<file path="src/rtl/rlm_pkg.sv">
package rlm_pkg;

    // Deepest read latency the pipeline supports, in clocks.
    localparam int MAX_LAT   = 3;
    // Clocks from mask sampling to the read word it disables.
    localparam int MASK_LAT  = 2;
    localparam int LAT_SEL_W = $clog2(MAX_LAT);

    typedef enum logic [0:0] {
        PIPE_IDLE = 1'b0,
        PIPE_BUSY = 1'b1
    } pipe_state_e;

    // Map a latency code to the delay-line tap (latency minus one).
    // Codes that are not 1 or 2 select the deepest tap.
    function automatic logic [LAT_SEL_W-1:0] lat_tap(input logic [2:0] code);
        logic [LAT_SEL_W-1:0] tap;
        case (code)
            3'd1:    tap = LAT_SEL_W'(0);
            3'd2:    tap = LAT_SEL_W'(1);
            default: tap = LAT_SEL_W'(MAX_LAT - 1);
        endcase
        return tap;
    endfunction

endpackage

</file>
<file path="src/rtl/rlm_delay_line.sv">
module rlm_delay_line #(
    parameter int DATA_W = 32,
    parameter int DEPTH  = 3,
    parameter int SEL_W  = 2
) (
    input  logic              clk,
    input  logic              rst_n,
    input  logic              beat_i,
    input  logic [DATA_W-1:0] data_i,
    input  logic [SEL_W-1:0]  sel_i,
    output logic [DEPTH-1:0]  stage_v_o,
    output logic              valid_o,
    output logic [DATA_W-1:0] data_o
);

    logic [DEPTH-1:0]  v_q;
    logic [DATA_W-1:0] d_q [DEPTH];

    for (genvar g = 0; g < DEPTH; g++) begin : g_stage
        if (g == 0) begin : g_head
            always_ff @(posedge clk or negedge rst_n) begin
                if (!rst_n) begin
                    v_q[g] <= 1'b0;
                    d_q[g] <= '0;
                end else begin
                    v_q[g] <= beat_i;
                    d_q[g] <= beat_i ? data_i : '0;
                end
            end
        end else begin : g_tail
            always_ff @(posedge clk or negedge rst_n) begin
                if (!rst_n) begin
                    v_q[g] <= 1'b0;
                    d_q[g] <= '0;
                end else begin
                    v_q[g] <= v_q[g-1];
                    d_q[g] <= d_q[g-1];
                end
            end
        end
    end

    assign stage_v_o = v_q;

    always_comb begin
        valid_o = 1'b0;
        data_o  = '0;
        for (int i = 0; i < DEPTH; i++) begin
            if (sel_i == SEL_W'(i)) begin
                valid_o = v_q[i];
                data_o  = d_q[i];
            end
        end
    end

endmodule

</file>
<file path="src/rtl/rlm_mask_stage.sv">
module rlm_mask_stage #(
    parameter int LANES    = 4,
    parameter int MASK_LAT = 2
) (
    input  logic             clk,
    input  logic             rst_n,
    input  logic [LANES-1:0] mask_i,
    input  logic             wr_cycle_i,
    output logic [LANES-1:0] rd_mask_o,
    output logic [LANES-1:0] wr_en_o,
    output logic             wr_beat_o
);

    // Read side: mask sampled at edge k reaches the word valid at k+MASK_LAT.
    // The word shown after edge k+MASK_LAT-1 needs MASK_LAT-1 registers
    // after the sampling register, hence MASK_LAT registers in all.
    logic [LANES-1:0] m_q [MASK_LAT];

    for (genvar g = 0; g < MASK_LAT; g++) begin : g_mstage
        if (g == 0) begin : g_first
            always_ff @(posedge clk or negedge rst_n) begin
                if (!rst_n) m_q[g] <= '0;
                else        m_q[g] <= mask_i;
            end
        end else begin : g_next
            always_ff @(posedge clk or negedge rst_n) begin
                if (!rst_n) m_q[g] <= '0;
                else        m_q[g] <= m_q[g-1];
            end
        end
    end

    assign rd_mask_o = m_q[MASK_LAT-1];

    // Write side: same-cycle lane gating, no register.
    always_comb begin
        wr_en_o   = wr_cycle_i ? ~mask_i : '0;
        wr_beat_o = wr_cycle_i && (mask_i != {LANES{1'b1}});
    end

endmodule

</file>
<file path="src/rtl/rlm_ctrl.sv">
module rlm_ctrl
    import rlm_pkg::*;
#(
    parameter int DEPTH = 3,
    parameter int SEL_W = 2
) (
    input  logic             clk,
    input  logic             rst_n,
    input  logic             beat_i,
    input  logic [2:0]       code_i,
    input  logic [DEPTH-1:0] stage_v_i,
    output logic             busy_o,
    output logic [SEL_W-1:0] sel_o
);

    pipe_state_e      state_q, state_d;
    logic [SEL_W-1:0] sel_q;
    logic             drained;

    // After this edge, no beat will sit in any stage that can still move
    // forward into a tap other than the last one.
    assign drained = !beat_i && (stage_v_i[DEPTH-2:0] == '0);

    always_ff @(posedge clk or negedge rst_n) begin
        if (!rst_n) state_q <= PIPE_IDLE;
        else        state_q <= state_d;
    end

    always_comb begin
        state_d = state_q;
        busy_o  = 1'b0;
        unique case (state_q)
            PIPE_IDLE: begin
                busy_o = 1'b0;
                if (beat_i) state_d = PIPE_BUSY;
            end
            PIPE_BUSY: begin
                busy_o = 1'b1;
                if (drained) state_d = PIPE_IDLE;
            end
            default: state_d = PIPE_IDLE;
        endcase
    end

    // Latency is captured only while nothing is in flight.
    always_ff @(posedge clk or negedge rst_n) begin
        if (!rst_n)                    sel_q <= SEL_W'(DEPTH - 1);
        else if (state_q == PIPE_IDLE) sel_q <= SEL_W'(lat_tap(code_i));
    end

    assign sel_o = sel_q;

endmodule

</file>
<file path="src/rtl/rd_lat_mask_pipe.sv">
module rd_lat_mask_pipe
    import rlm_pkg::*;
#(
    parameter int LANES  = 4,
    parameter int LANE_W = 8
) (
    input  logic                    clk,
    input  logic                    rst_n,
    input  logic                    rd_beat_i,
    input  logic [LANES*LANE_W-1:0] rd_data_i,
    input  logic [LANES-1:0]        byte_mask_i,
    input  logic [2:0]              lat_code_i,
    input  logic                    wr_cycle_i,
    output logic                    rd_valid_o,
    output logic [LANES*LANE_W-1:0] rd_data_o,
    output logic [LANES-1:0]        rd_lane_oe_o,
    output logic [LANES-1:0]        wr_lane_en_o,
    output logic                    wr_beat_o
);

    localparam int DATA_W = LANES * LANE_W;
    localparam int DEPTH  = MAX_LAT;
    localparam int SEL_W  = LAT_SEL_W;

    logic [DEPTH-1:0]  stage_v;
    logic [SEL_W-1:0]  lat_sel;
    logic              busy;
    logic              tap_valid;
    logic [DATA_W-1:0] tap_data;
    logic [LANES-1:0]  rd_mask;

    rlm_ctrl #(
        .DEPTH (DEPTH),
        .SEL_W (SEL_W)
    ) u_ctrl (
        .clk       (clk),
        .rst_n     (rst_n),
        .beat_i    (rd_beat_i),
        .code_i    (lat_code_i),
        .stage_v_i (stage_v),
        .busy_o    (busy),
        .sel_o     (lat_sel)
    );

    rlm_delay_line #(
        .DATA_W (DATA_W),
        .DEPTH  (DEPTH),
        .SEL_W  (SEL_W)
    ) u_delay (
        .clk       (clk),
        .rst_n     (rst_n),
        .beat_i    (rd_beat_i),
        .data_i    (rd_data_i),
        .sel_i     (lat_sel),
        .stage_v_o (stage_v),
        .valid_o   (tap_valid),
        .data_o    (tap_data)
    );

    rlm_mask_stage #(
        .LANES    (LANES),
        .MASK_LAT (MASK_LAT)
    ) u_mask (
        .clk        (clk),
        .rst_n      (rst_n),
        .mask_i     (byte_mask_i),
        .wr_cycle_i (wr_cycle_i),
        .rd_mask_o  (rd_mask),
        .wr_en_o    (wr_lane_en_o),
        .wr_beat_o  (wr_beat_o)
    );

    assign rd_valid_o   = tap_valid;
    assign rd_lane_oe_o = {LANES{tap_valid}} & ~rd_mask;

    for (genvar l = 0; l < LANES; l++) begin : g_lane
        assign rd_data_o[l*LANE_W +: LANE_W] =
            rd_lane_oe_o[l] ? tap_data[l*LANE_W +: LANE_W] : '0;
    end

endmodule

</file>
<file path="config.mk">
export PLATFORM = sky130hd
export DESIGN_NAME = rd_lat_mask_pipe
export DESIGN_NICKNAME = d
export VERILOG_FILES = /design/src/rtl/rlm_pkg.sv /design/src/rtl/rlm_delay_line.sv /design/src/rtl/rlm_mask_stage.sv /design/src/rtl/rlm_ctrl.sv /design/src/rtl/rd_lat_mask_pipe.sv
export SDC_FILE = /design/constraint.sdc
export NUM_CORES = 1
export LEC_CHECK = 0
export ABC_CLOCK_PERIOD_IN_PS = 2700
export BUFFER_PORTS_ARGS = -buffer_cell sky130_fd_sc_hd__buf_2
export CORE_UTILIZATION = 49
export CTS_BUF_LIST = sky130_fd_sc_hd__clkbuf_8 sky130_fd_sc_hd__clkbuf_16
export DETAILED_ROUTE_END_ITERATION = 7
export PLACE_DENSITY = 0.83
export SLEW_MARGIN = 40
export SYNTH_ARGS = -nofsm -noshare
export SYNTH_HDL_FRONTEND = slang
export SYNTH_SLANG_ARGS = --single-unit
</file>
<file path="constraint.sdc">
create_clock -name clk -period 2.7 [get_ports clk]
set_clock_uncertainty 0.2 [all_clocks]
set_input_delay 0.675 -clock clk [delete_from_list [all_inputs] [get_ports clk]]
set_output_delay 0.675 -clock clk [all_outputs]
set_load 0.005 [all_outputs]
</file>
==> results of run 1 <==
-- cell usage after synthesis (all sizes together) (2+ instances only) --
library cell,count,area (µm²)
inv,3,11.3
nor3,33,165
clkbuf,7,26.3
nor2,8,30.0
mux2,33,375
dfrtp,109,2730
and2,32,200
buf,14,83.8
a22oi,32,240
a21oi,2,21.3
-- logic make-up (layout without fill, tap and decap cells) --
kind of cell              after synthesis  count (layout)  synth area share [%]
buffers and inverters                  25             122                  3.15
xor gates and xnor gates                1               1                 0.221
DFF                                   110             110                  69.4
and+or+nand+nor                        77              77                  10.6
muxes                                  33              33                  9.46
AOI/OAI and AO/OA                      37              37                  7.16
-- final timing paths --
path                            depth (start not counted)                  end       startpoint  slack, ps
worst max-delay path                                    6        rd_data_o[17]  u_ctrl.sel_o[0]          5
worst min-delay path                                    0  u_mask.rd_mask_o[2]    u_mask.m_q[6]        160
worst max register to register                          3      u_ctrl.sel_o[1]  u_ctrl.sel_o[1]       1350
worst min register to register                          0  u_mask.rd_mask_o[2]    u_mask.m_q[6]        160
max in group asynchronous                               3      u_ctrl.sel_o[1]            rst_n       1210
min in group asynchronous                               2      u_delay.d_q[26]            rst_n        540
-- power groups by stage --
stage	Clock, W	Combinational (W)	Sequential [W]
after CTS	0.000957	0.000465	0.00179
after floorplan	0	0.000281	0.00179
after global placement	0	0.000429	0.00181
final	0.000936	0.000542	0.00179
after global routing	0.00102	0.000589	0.00180
after detailed placement	0	0.000434	0.00182
-- placed cells by master (no fill, tap or decap), types with 4 or more instances in the layout --
cell type and n:
clkbuf_8 9, buf_4 7, and2_1 32, nor3_1 26
mux2_2 32, dfrtp_1 108, nor3_2 6, a22oi_1 26
buf_12 6, inv_1 4, buf_2 83, nor2_1 8
a22oi_2 6
-- layout make-up --
| type | instances | area share [%] |
|---|---|---|
| repair buffers | 102 | 13.8 |
| inverters | 4 | 0.304 |
| clock inverters | 7 | 1.34 |
| clock buffers | 9 | 2.51 |
| multi-input cells | 148 | 23.7 |
| well taps | 102 | 2.59 |
| flip-flops and latches | 110 | 55.8 |
-- per-layer routing --
layer / share of wire, % / vias up / GRT usage, %
met5: 0 / - / 0
met4: 1.0 / 0 / 6.25
met3: 3.4 / 6 / 3.57
met2: 50 / 66 / 31.8
met1: 46 / 1258 / 27.3
li1: - / 1164 / -
-- sequential cells by signal, summed over array words and instances (netlist names) --
signal,cells
u_delay.d_q,96
u_mask.rd_mask_o,4
u_ctrl.sel_o,2
u_ctrl.state_q,1
u_delay.stage_v_o,3
u_mask.m_q,4
-- what timing repair did --
action | CTS | global route
gates resized for setup | 15 | 17
endpoints found under the setup margin | 32 | 37
buffers inserted | 1 | 4
cloned | 0 | 1
hold buffers | 0 | 1
hold endpoints to repair | 0 | 14
-- metrics by stage --
step	cells	worst slack (ps)	utilization (%)	hold WS (ps)	TNS, ps
5_1_grt	482	-61.4	63.5	175	-1280
6_report	482	5.19	63.5	156	0
2_1_floorplan	283	532	-	131	0
3_3_place_gp	458	335	57.9	134	0
3_5_place_dp	458	299	57.9	135	0
4_1_cts	475	11.9	61.3	157	0
==> flow_metrics.env, run 1 <==
export IMPL_status="finished, final reports clean"
export IMPL_drt_iter0_markers=71
export IMPL_cts_sinks=110
export IMPL_grt_pass1_wl_um=12500
export IMPL_die_y_um=92.0
export IMPL_critPathBufInv=3
export IMPL_cpPeakStageDelay_ps=470
export IMPL_avgSynthCellArea_um2=14.0
export IMPL_critPathArrivalTime_ps=1820
export IMPL_finalCritPeriodShare_pct=99.8
export IMPL_die_w_um=92.0
export IMPL_place_area_um2=4500
export IMPL_vias_per_cell=5.17
export IMPL_root_buffer="clkbuf_8"
export IMPL_tightest_slew_ps=522
export IMPL_max_freq_mhz=371
export IMPL_num_rows=32
export IMPL_path_max_fanout=6
export IMPL_path_cells="buf_12, and3b_2, a21oi_4, buf_4, nor3_1, buf_2"
export IMPL_power_switching_w=0.000845
export IMPL_vias=2494
export IMPL_cts_tree="built"
export IMPL_layout_drive_gt1_share_pct=43.9
export IMPL_netlist_instances=283
export IMPL_drv_slew=0
export IMPL_num_antenna_cells=0
export IMPL_powerDensity_nw_per_um2=662
export IMPL_routed_wl_um=8030
export IMPL_design_area_um2=4940
export IMPL_cp_top_family="buffers and inverters"
export IMPL_async_flop_share_pct=100
export IMPL_p_int_w=0.00242
export IMPL_dr_pass1_iters=4
export IMPL_relSlewSlack_pct=65.2
export IMPL_clk_pin_slew_ps=90
export IMPL_p_leak_nw=2.40
export IMPL_comb_power_share_pct=16.6
export IMPL_cp_start_kind="flop"
export IMPL_synthToLayoutAreaGrowth_pct=24.4
export IMPL_clock_latency_ps=340
export IMPL_multi_input_comb_area_um2=1170
export IMPL_grt_max_degree=60
export IMPL_synth_warnings=0
export IMPL_min_path_type="reg -> reg"
export IMPL_core_area_um2=7770
export IMPL_grt_total_usage_pct=19.7
export IMPL_finalHoldViolations=0
export IMPL_port_buffers=84
export IMPL_wl_per_cell_um=16.6
export IMPL_ys_seq_elements=110
export IMPL_cp_end_kind="output pin"
export IMPL_fill_cells=580
export IMPL_crit_required_ps=1820
export IMPL_period_minus_slack_ps=2690
export IMPL_grt_overflow_total=0
export IMPL_cap_violations=0
export IMPL_htree_levels=3
export IMPL_ys_seq_area_share_pct=69.4
export IMPL_ant_nets=0
export IMPL_io_pins=85
export IMPL_ys_flop_type="dfrtp_1"
export IMPL_ctsLongestPathBuffers=2
export IMPL_register_area_um2=2760
export IMPL_remaining_drc_errors=0
export IMPL_swShare_pct=25.9
export IMPL_total_power_w=0.00327
export IMPL_setup_viol=0
export IMPL_ys_types=24
export IMPL_power_frac_clock_pct=28.7
export IMPL_synth_area_um2=3970
export IMPL_antenna_found_initial=0
export IMPL_gp_congestion=0.719
export IMPL_syn_num_nets=326
export IMPL_crit_slowest_cell="dfrtp_2"
export IMPL_cts_buffers=9
export IMPL_synth_enable_flop_cells=0
export IMPL_grt_setup_unrepaired="true"
export IMPL_grt_pass1_vias=2472
export IMPL_seqPwrFrac_pct=54.7
export IMPL_die_area_um2=8460
export IMPL_nNetsFinal=418
export IMPL_path_class="reg -> out"
export IMPL_place_hpwl_um=5090
export IMPL_ir_drop_uv=269
export IMPL_start_util_pct=51.1
Note: power is estimated with default switching activity, not from simulation.
==> inputs of run 2 (changes only) <==
ABC_CLOCK_PERIOD_IN_PS = 3000   (was 2700)
clock period = 3 ns   (was 2.7 ns; I/O delays follow)
==> run 2 against run 1 <==
Net effect:
- clock power barely moved
- critical path depth stayed put
- non-clock buffer count is 8 lower
- core utilization down 2.8 points
- combinational power fell by 27%
==> flow_metrics.env, run 2 (synthesis results as in run 1) <==
export IMPL_ir_drop_uv=380
export IMPL_largest_reg_flops=96
export IMPL_gp_congestion=0.723
export IMPL_r2r_slack_ps=1610
export IMPL_clk_pin_slew_ps=100
export IMPL_rr_endpoint="u_ctrl.sel_o[1]"
export IMPL_io_pins=85
export IMPL_cap_violations=0
export IMPL_num_antenna_cells=0
export IMPL_drv_slew=0
export IMPL_cp_start_kind="flop"
export IMPL_die_area_um2=8460
export IMPL_mostFrequentLayoutCell="dfrtp_1"
export IMPL_rr_startpoint="u_ctrl.sel_o[1]"
export IMPL_antenna_found_initial=0
export IMPL_cp_depth=6
export IMPL_crit_required_ps=2050
export IMPL_dr_pass1_iters=4
export IMPL_p_int_w=0.00220
export IMPL_remaining_drc_errors=0
export IMPL_finalCritPeriodShare_pct=96.1
export IMPL_root_buffer="clkbuf_8"
export IMPL_grt_pass1_wl_um=12600
export IMPL_cpPeakStageDelay_ps=430
export IMPL_swShare_pct=25.0
export IMPL_core_area_um2=7770
export IMPL_tightest_slew_ps=500
export IMPL_max_freq_mhz=347
export IMPL_multi_input_comb_area_um2=1090
export IMPL_cts_tree="built"
export IMPL_layout_drive_gt1_share_pct=39.4
export IMPL_setup_tns_final_ps=0
export IMPL_critPathBufInv=3
export IMPL_routed_wl_um=7620
export IMPL_path_max_fanout=34
export IMPL_crit_slowest_cell="dfrtp_2"
export IMPL_num_rows=32
export IMPL_top_register="u_delay.d_q"
export IMPL_finalHoldViolations=0
export IMPL_die_y_um=92.0
export IMPL_htree_levels=3
export IMPL_port_buffers=84
export IMPL_path_class="reg -> out"
export IMPL_grt_setup_unrepaired="false"
export IMPL_fill_cells=648
export IMPL_clock_latency_ps=360
export IMPL_grt_pass1_vias=2472
export IMPL_power_frac_clock_pct=31.9
export IMPL_setup_viol=0
export IMPL_layout_common_cells="dfrtp_1 (108), buf_2 (83), nor3_1 (33)"
export IMPL_design_area_um2=4720
export IMPL_synthToLayoutAreaGrowth_pct=18.9
export IMPL_grt_max_degree=54
export IMPL_drt_iter0_markers=154
export IMPL_cts_sinks=110
export IMPL_comb_power_share_pct=13.5
export IMPL_nNetsFinal=410
export IMPL_ctsLongestPathBuffers=2
export IMPL_min_path_type="in -> async"
export IMPL_wl_per_cell_um=16.1
export IMPL_status="finished, final reports clean"
export IMPL_relSlewSlack_pct=66.7
export IMPL_register_area_um2=2760
export IMPL_cp_top_family="buffers and inverters"
export IMPL_whs_ps=90.1
export IMPL_place_hpwl_um=5050
export IMPL_cts_buffers=9
export IMPL_seqPwrFrac_pct=54.6
export IMPL_critPathArrivalTime_ps=1930
export IMPL_ant_nets=0
export IMPL_p_leak_nw=2.31
export IMPL_vias_per_cell=5.11
export IMPL_power_switching_w=0.000735
export IMPL_place_area_um2=4480
export IMPL_die_w_um=92.0
export IMPL_final_util_pct=60.7
export IMPL_path_cells="buf_6, nor2b_2, buf_4, a22oi_1, nor3_1, buf_2"
export IMPL_vias=2415
export IMPL_r2r_cells=3
export IMPL_grt_overflow_total=0
export IMPL_period_minus_slack_ps=2880
export IMPL_start_util_pct=51.1
export IMPL_powerDensity_nw_per_um2=623
export IMPL_grt_total_usage_pct=19.9
export IMPL_cp_end_kind="output pin"
[run 2: cell types whose count changed in the layout (fill, tap and decap cells not counted), moves of 2 or more]
cell | before | now
nor3_1 | 26 | 33
a22oi_1 | 26 | 32
a22oi_2 | 6 | 0
nor3_2 | 6 | 0
buf_12 | 6 | 1
buf_8 | 3 | 0
clkinv_4 | 2 | 0
[run 2: timing repair]
| item | 4_1_cts | 5_1_grt |
|---|---|---|
| hold buffers | 0 | 0 |
| resized for setup | 0 | 2 |
| endpoints found under the setup margin | 0 | 20 |
| setup buffers | 0 | 2 |
[run 2: cell type report]
class	count	area share (%)
inverters	4	0.318
clock inverters	6	1.83
flip-flops and latches	110	58.4
clock buffers	9	2.63
multi-input cells	148	23.1
repair buffers	94	11.0
well taps	102	2.71
[run 2: through the flow]
stage / total power (W) / worst slack (ps) / std cells
floorplan: 0.00186 / 757 / 283
global placement: 0.00200 / 478 / 456
detailed placement: 0.00202 / 460 / 456
CTS: 0.00295 / 40.5 / 471
global route: 0.00307 / 12.8 / 473
finish: 0.00294 / 118 / 473
[run 2: power groups by stage]
stage	Combinational [W]	Clock [W]	Sequential, W
finish	0.000396	0.000938	0.00160
global route	0.000435	0.00102	0.00161
CTS	0.000386	0.000962	0.00160
detailed placement	0.000383	0	0.00163
global placement	0.000376	0	0.00163
floorplan	0.000253	0	0.00161
[run 2: worst max path at each step]
stage                    start             to
6_report       u_ctrl.sel_o[0]  rd_data_o[18]
2_1_floorplan  u_ctrl.sel_o[0]  rd_data_o[10]
3_5_place_dp   u_ctrl.sel_o[0]   rd_data_o[9]
4_1_cts        u_ctrl.sel_o[0]  rd_data_o[16]
3_3_place_gp   u_ctrl.sel_o[0]  rd_data_o[11]
5_1_grt        u_ctrl.sel_o[0]  rd_data_o[16]
[run 2: per-layer routing]
layer	vias up	wire length, µm	GRT usage [%]
li1	1149	-	-
met1	1177	3600	28.3
met2	81	3650	30.5
met3	8	310	3.65
met4	0	60	8.20
met5	-	0	0
==> inputs of run 3 (changes only) <==
CORE_ASPECT_RATIO = 0.7   (was unset)
==> run 3 against run 2 <==
Net effect:
- the flow now finishes with violations (design-rule violations)
- core utilization increased by 0.32 points
- flip-flop and latch count unchanged
- count of clock-buffer cells in the layout increased by 1
- first-iteration DRC count increased by 5.8%
- fmax decreased by 1.2%
- design area increased by 1.4%
- clock power increased by 15%
- sequential share of layout area decreased by 0.82 points
==> flow_metrics.env, run 3 (synthesis results as in run 1) <==
export IMPL_finalCritPeriodShare_pct=97.2
export IMPL_grt_setup_unrepaired="false"
export IMPL_die_y_um=77.3
export IMPL_ir_drop_uv=339
export IMPL_grt_pass1_vias=2521
export IMPL_path_cells="mux2_4, a21oi_4, buf_4, nor3_1, buf_2"
export IMPL_remaining_drc_errors=2
export IMPL_period_minus_slack_ps=2920
export IMPL_finalHoldViolations=0
export IMPL_clock_latency_ps=340
export IMPL_routed_wl_um=7810
export IMPL_synthToLayoutAreaGrowth_pct=20.6
export IMPL_start_util_pct=50.6
export IMPL_cp_start_kind="flop"
export IMPL_io_pins=85
export IMPL_cp_end_kind="output pin"
export IMPL_gp_congestion=0.724
export IMPL_num_antenna_cells=0
export IMPL_grt_overflow_total=0
export IMPL_cap_violations=0
export IMPL_whs_ps=155
export IMPL_grt_max_degree=49
export IMPL_layout_drive_gt1_share_pct=39.2
export IMPL_wl_per_cell_um=16.6
export IMPL_ctsLongestPathBuffers=2
export IMPL_htree_levels=3
export IMPL_setup_viol=0
export IMPL_top_register="u_delay.d_q"
export IMPL_final_util_pct=61.0
export IMPL_status="finished with violations"
export IMPL_rr_startpoint="u_ctrl.sel_o[1]"
export IMPL_crit_start="u_ctrl.sel_o[0]"
export IMPL_cpPeakStageDelay_ps=430
export IMPL_clk_pin_slew_ps=70
export IMPL_die_area_um2=8470
export IMPL_dr_pass1_iters=6
export IMPL_path_max_fanout=13
export IMPL_vias=2477
export IMPL_path_class="reg -> out"
export IMPL_max_freq_mhz=343
export IMPL_p_leak_nw=2.34
export IMPL_crit_slowest_cell="dfrtp_2"
export IMPL_grt_pass1_wl_um=12700
export IMPL_hold_buffers=0
export IMPL_vias_per_cell=5.26
export IMPL_cts_sinks=110
export IMPL_violations="design-rule violations"
export IMPL_min_path_type="reg -> reg"
export IMPL_core_area_um2=7840
export IMPL_ant_nets=0
export IMPL_num_rows=27
export IMPL_port_buffers=84
export IMPL_min_from="u_mask.m_q[6]"
export IMPL_cts_buffers=9
export IMPL_post_cts_setup_buffers=0
export IMPL_die_w_um=110
export IMPL_setup_tns_final_ps=0
export IMPL_place_hpwl_um=5120
export IMPL_mostFrequentLayoutCell="dfrtp_1"
export IMPL_drt_iter0_markers=163
export IMPL_powerDensity_nw_per_um2=646
export IMPL_antenna_found_initial=0
export IMPL_critPathArrivalTime_ps=1970
export IMPL_relSlewSlack_pct=62.3
export IMPL_root_buffer="clkbuf_16"
export IMPL_tightest_slew_ps=565
export IMPL_layout_common_cells="dfrtp_1 (108), buf_2 (83)"
export IMPL_nNetsFinal=408
export IMPL_largest_reg_flops=96
export IMPL_crit_required_ps=2050
export IMPL_cts_resized=0
export IMPL_fill_cells=604
export IMPL_drv_slew=0
export IMPL_grt_total_usage_pct=20.4
export IMPL_cts_tree="built"
==> run 3: worst max-delay path, delay by kind of cell, from the launching register on <==
| family | cells | cell delay [ps] |
|---|---|---|
| buffers and inverters | 2 | 420 |
| AND/OR/NAND/NOR | 1 | 90 |
| multiplexers | 1 | 310 |
| flip-flops | 1 | 430 |
| AO/OA/AOI/OAI | 1 | 380 |
==> run 3: layout make-up <==
| class | instances | area (µm²) | area share [%] |
|---|---|---|---|
| clock buffer | 10 | 239 | 4.99 |
| multi-input combinational | 148 | 1100 | 22.9 |
| clock inverter | 6 | 37.5 | 0.785 |
| inverter | 4 | 15.0 | 0.314 |
| timing repair buffer | 92 | 515 | 10.8 |
| sequential | 110 | 2760 | 57.6 |
| tap | 101 | 126 | 2.64 |
==> run 3: routing by layer <==
metal,part of all wire (%),vias to the layer above,global-route usage (%)
li1,-,1145,-
met1,46,1245,28.9
met2,47,74,30.9
met3,4.9,13,4.76
met4,1.6,0,7.47
met5,0,-,0
==> run 3: through the flow <==
stage          total power (W)  setup slack, ps  std cells  cell area (µm²)
2_1_floorplan          0.00186              757        283             3970
3_3_place_gp           0.00202              459        455             4500
3_5_place_dp           0.00203              403        455             4500
4_1_cts                0.00313             32.0        471             4770
5_1_grt                0.00323             1.71        471             4780
6_report               0.00309             83.5        471             4780
==> run 3: final timing paths <==
path / end / slack (ps) / cells after the start
setup / recovery: rd_data_o[14] / 80 / 5
hold / removal: u_mask.rd_mask_o[2] / 160 / 0
setup reg to reg: u_ctrl.sel_o[1] / 1620 / 3
hold reg to reg: u_mask.rd_mask_o[2] / 160 / 0
max in group asynchronous: u_delay.d_q[53] / 1740 / 2
min in group asynchronous: u_delay.d_q[60] / 200 / 1
==> run 3: report_power, final <==
| part | internal (W) | switching [W] | leakage [nW] |
|---|---|---|---|
| registers | 0.00156 | 0.0000440 | 1.40 |
| clock network | 0.000582 | 0.000501 | 0.136 |
| logic | 0.000176 | 0.000227 | 0.802 |
| total | 0.00232 | 0.000772 | 2.34 |
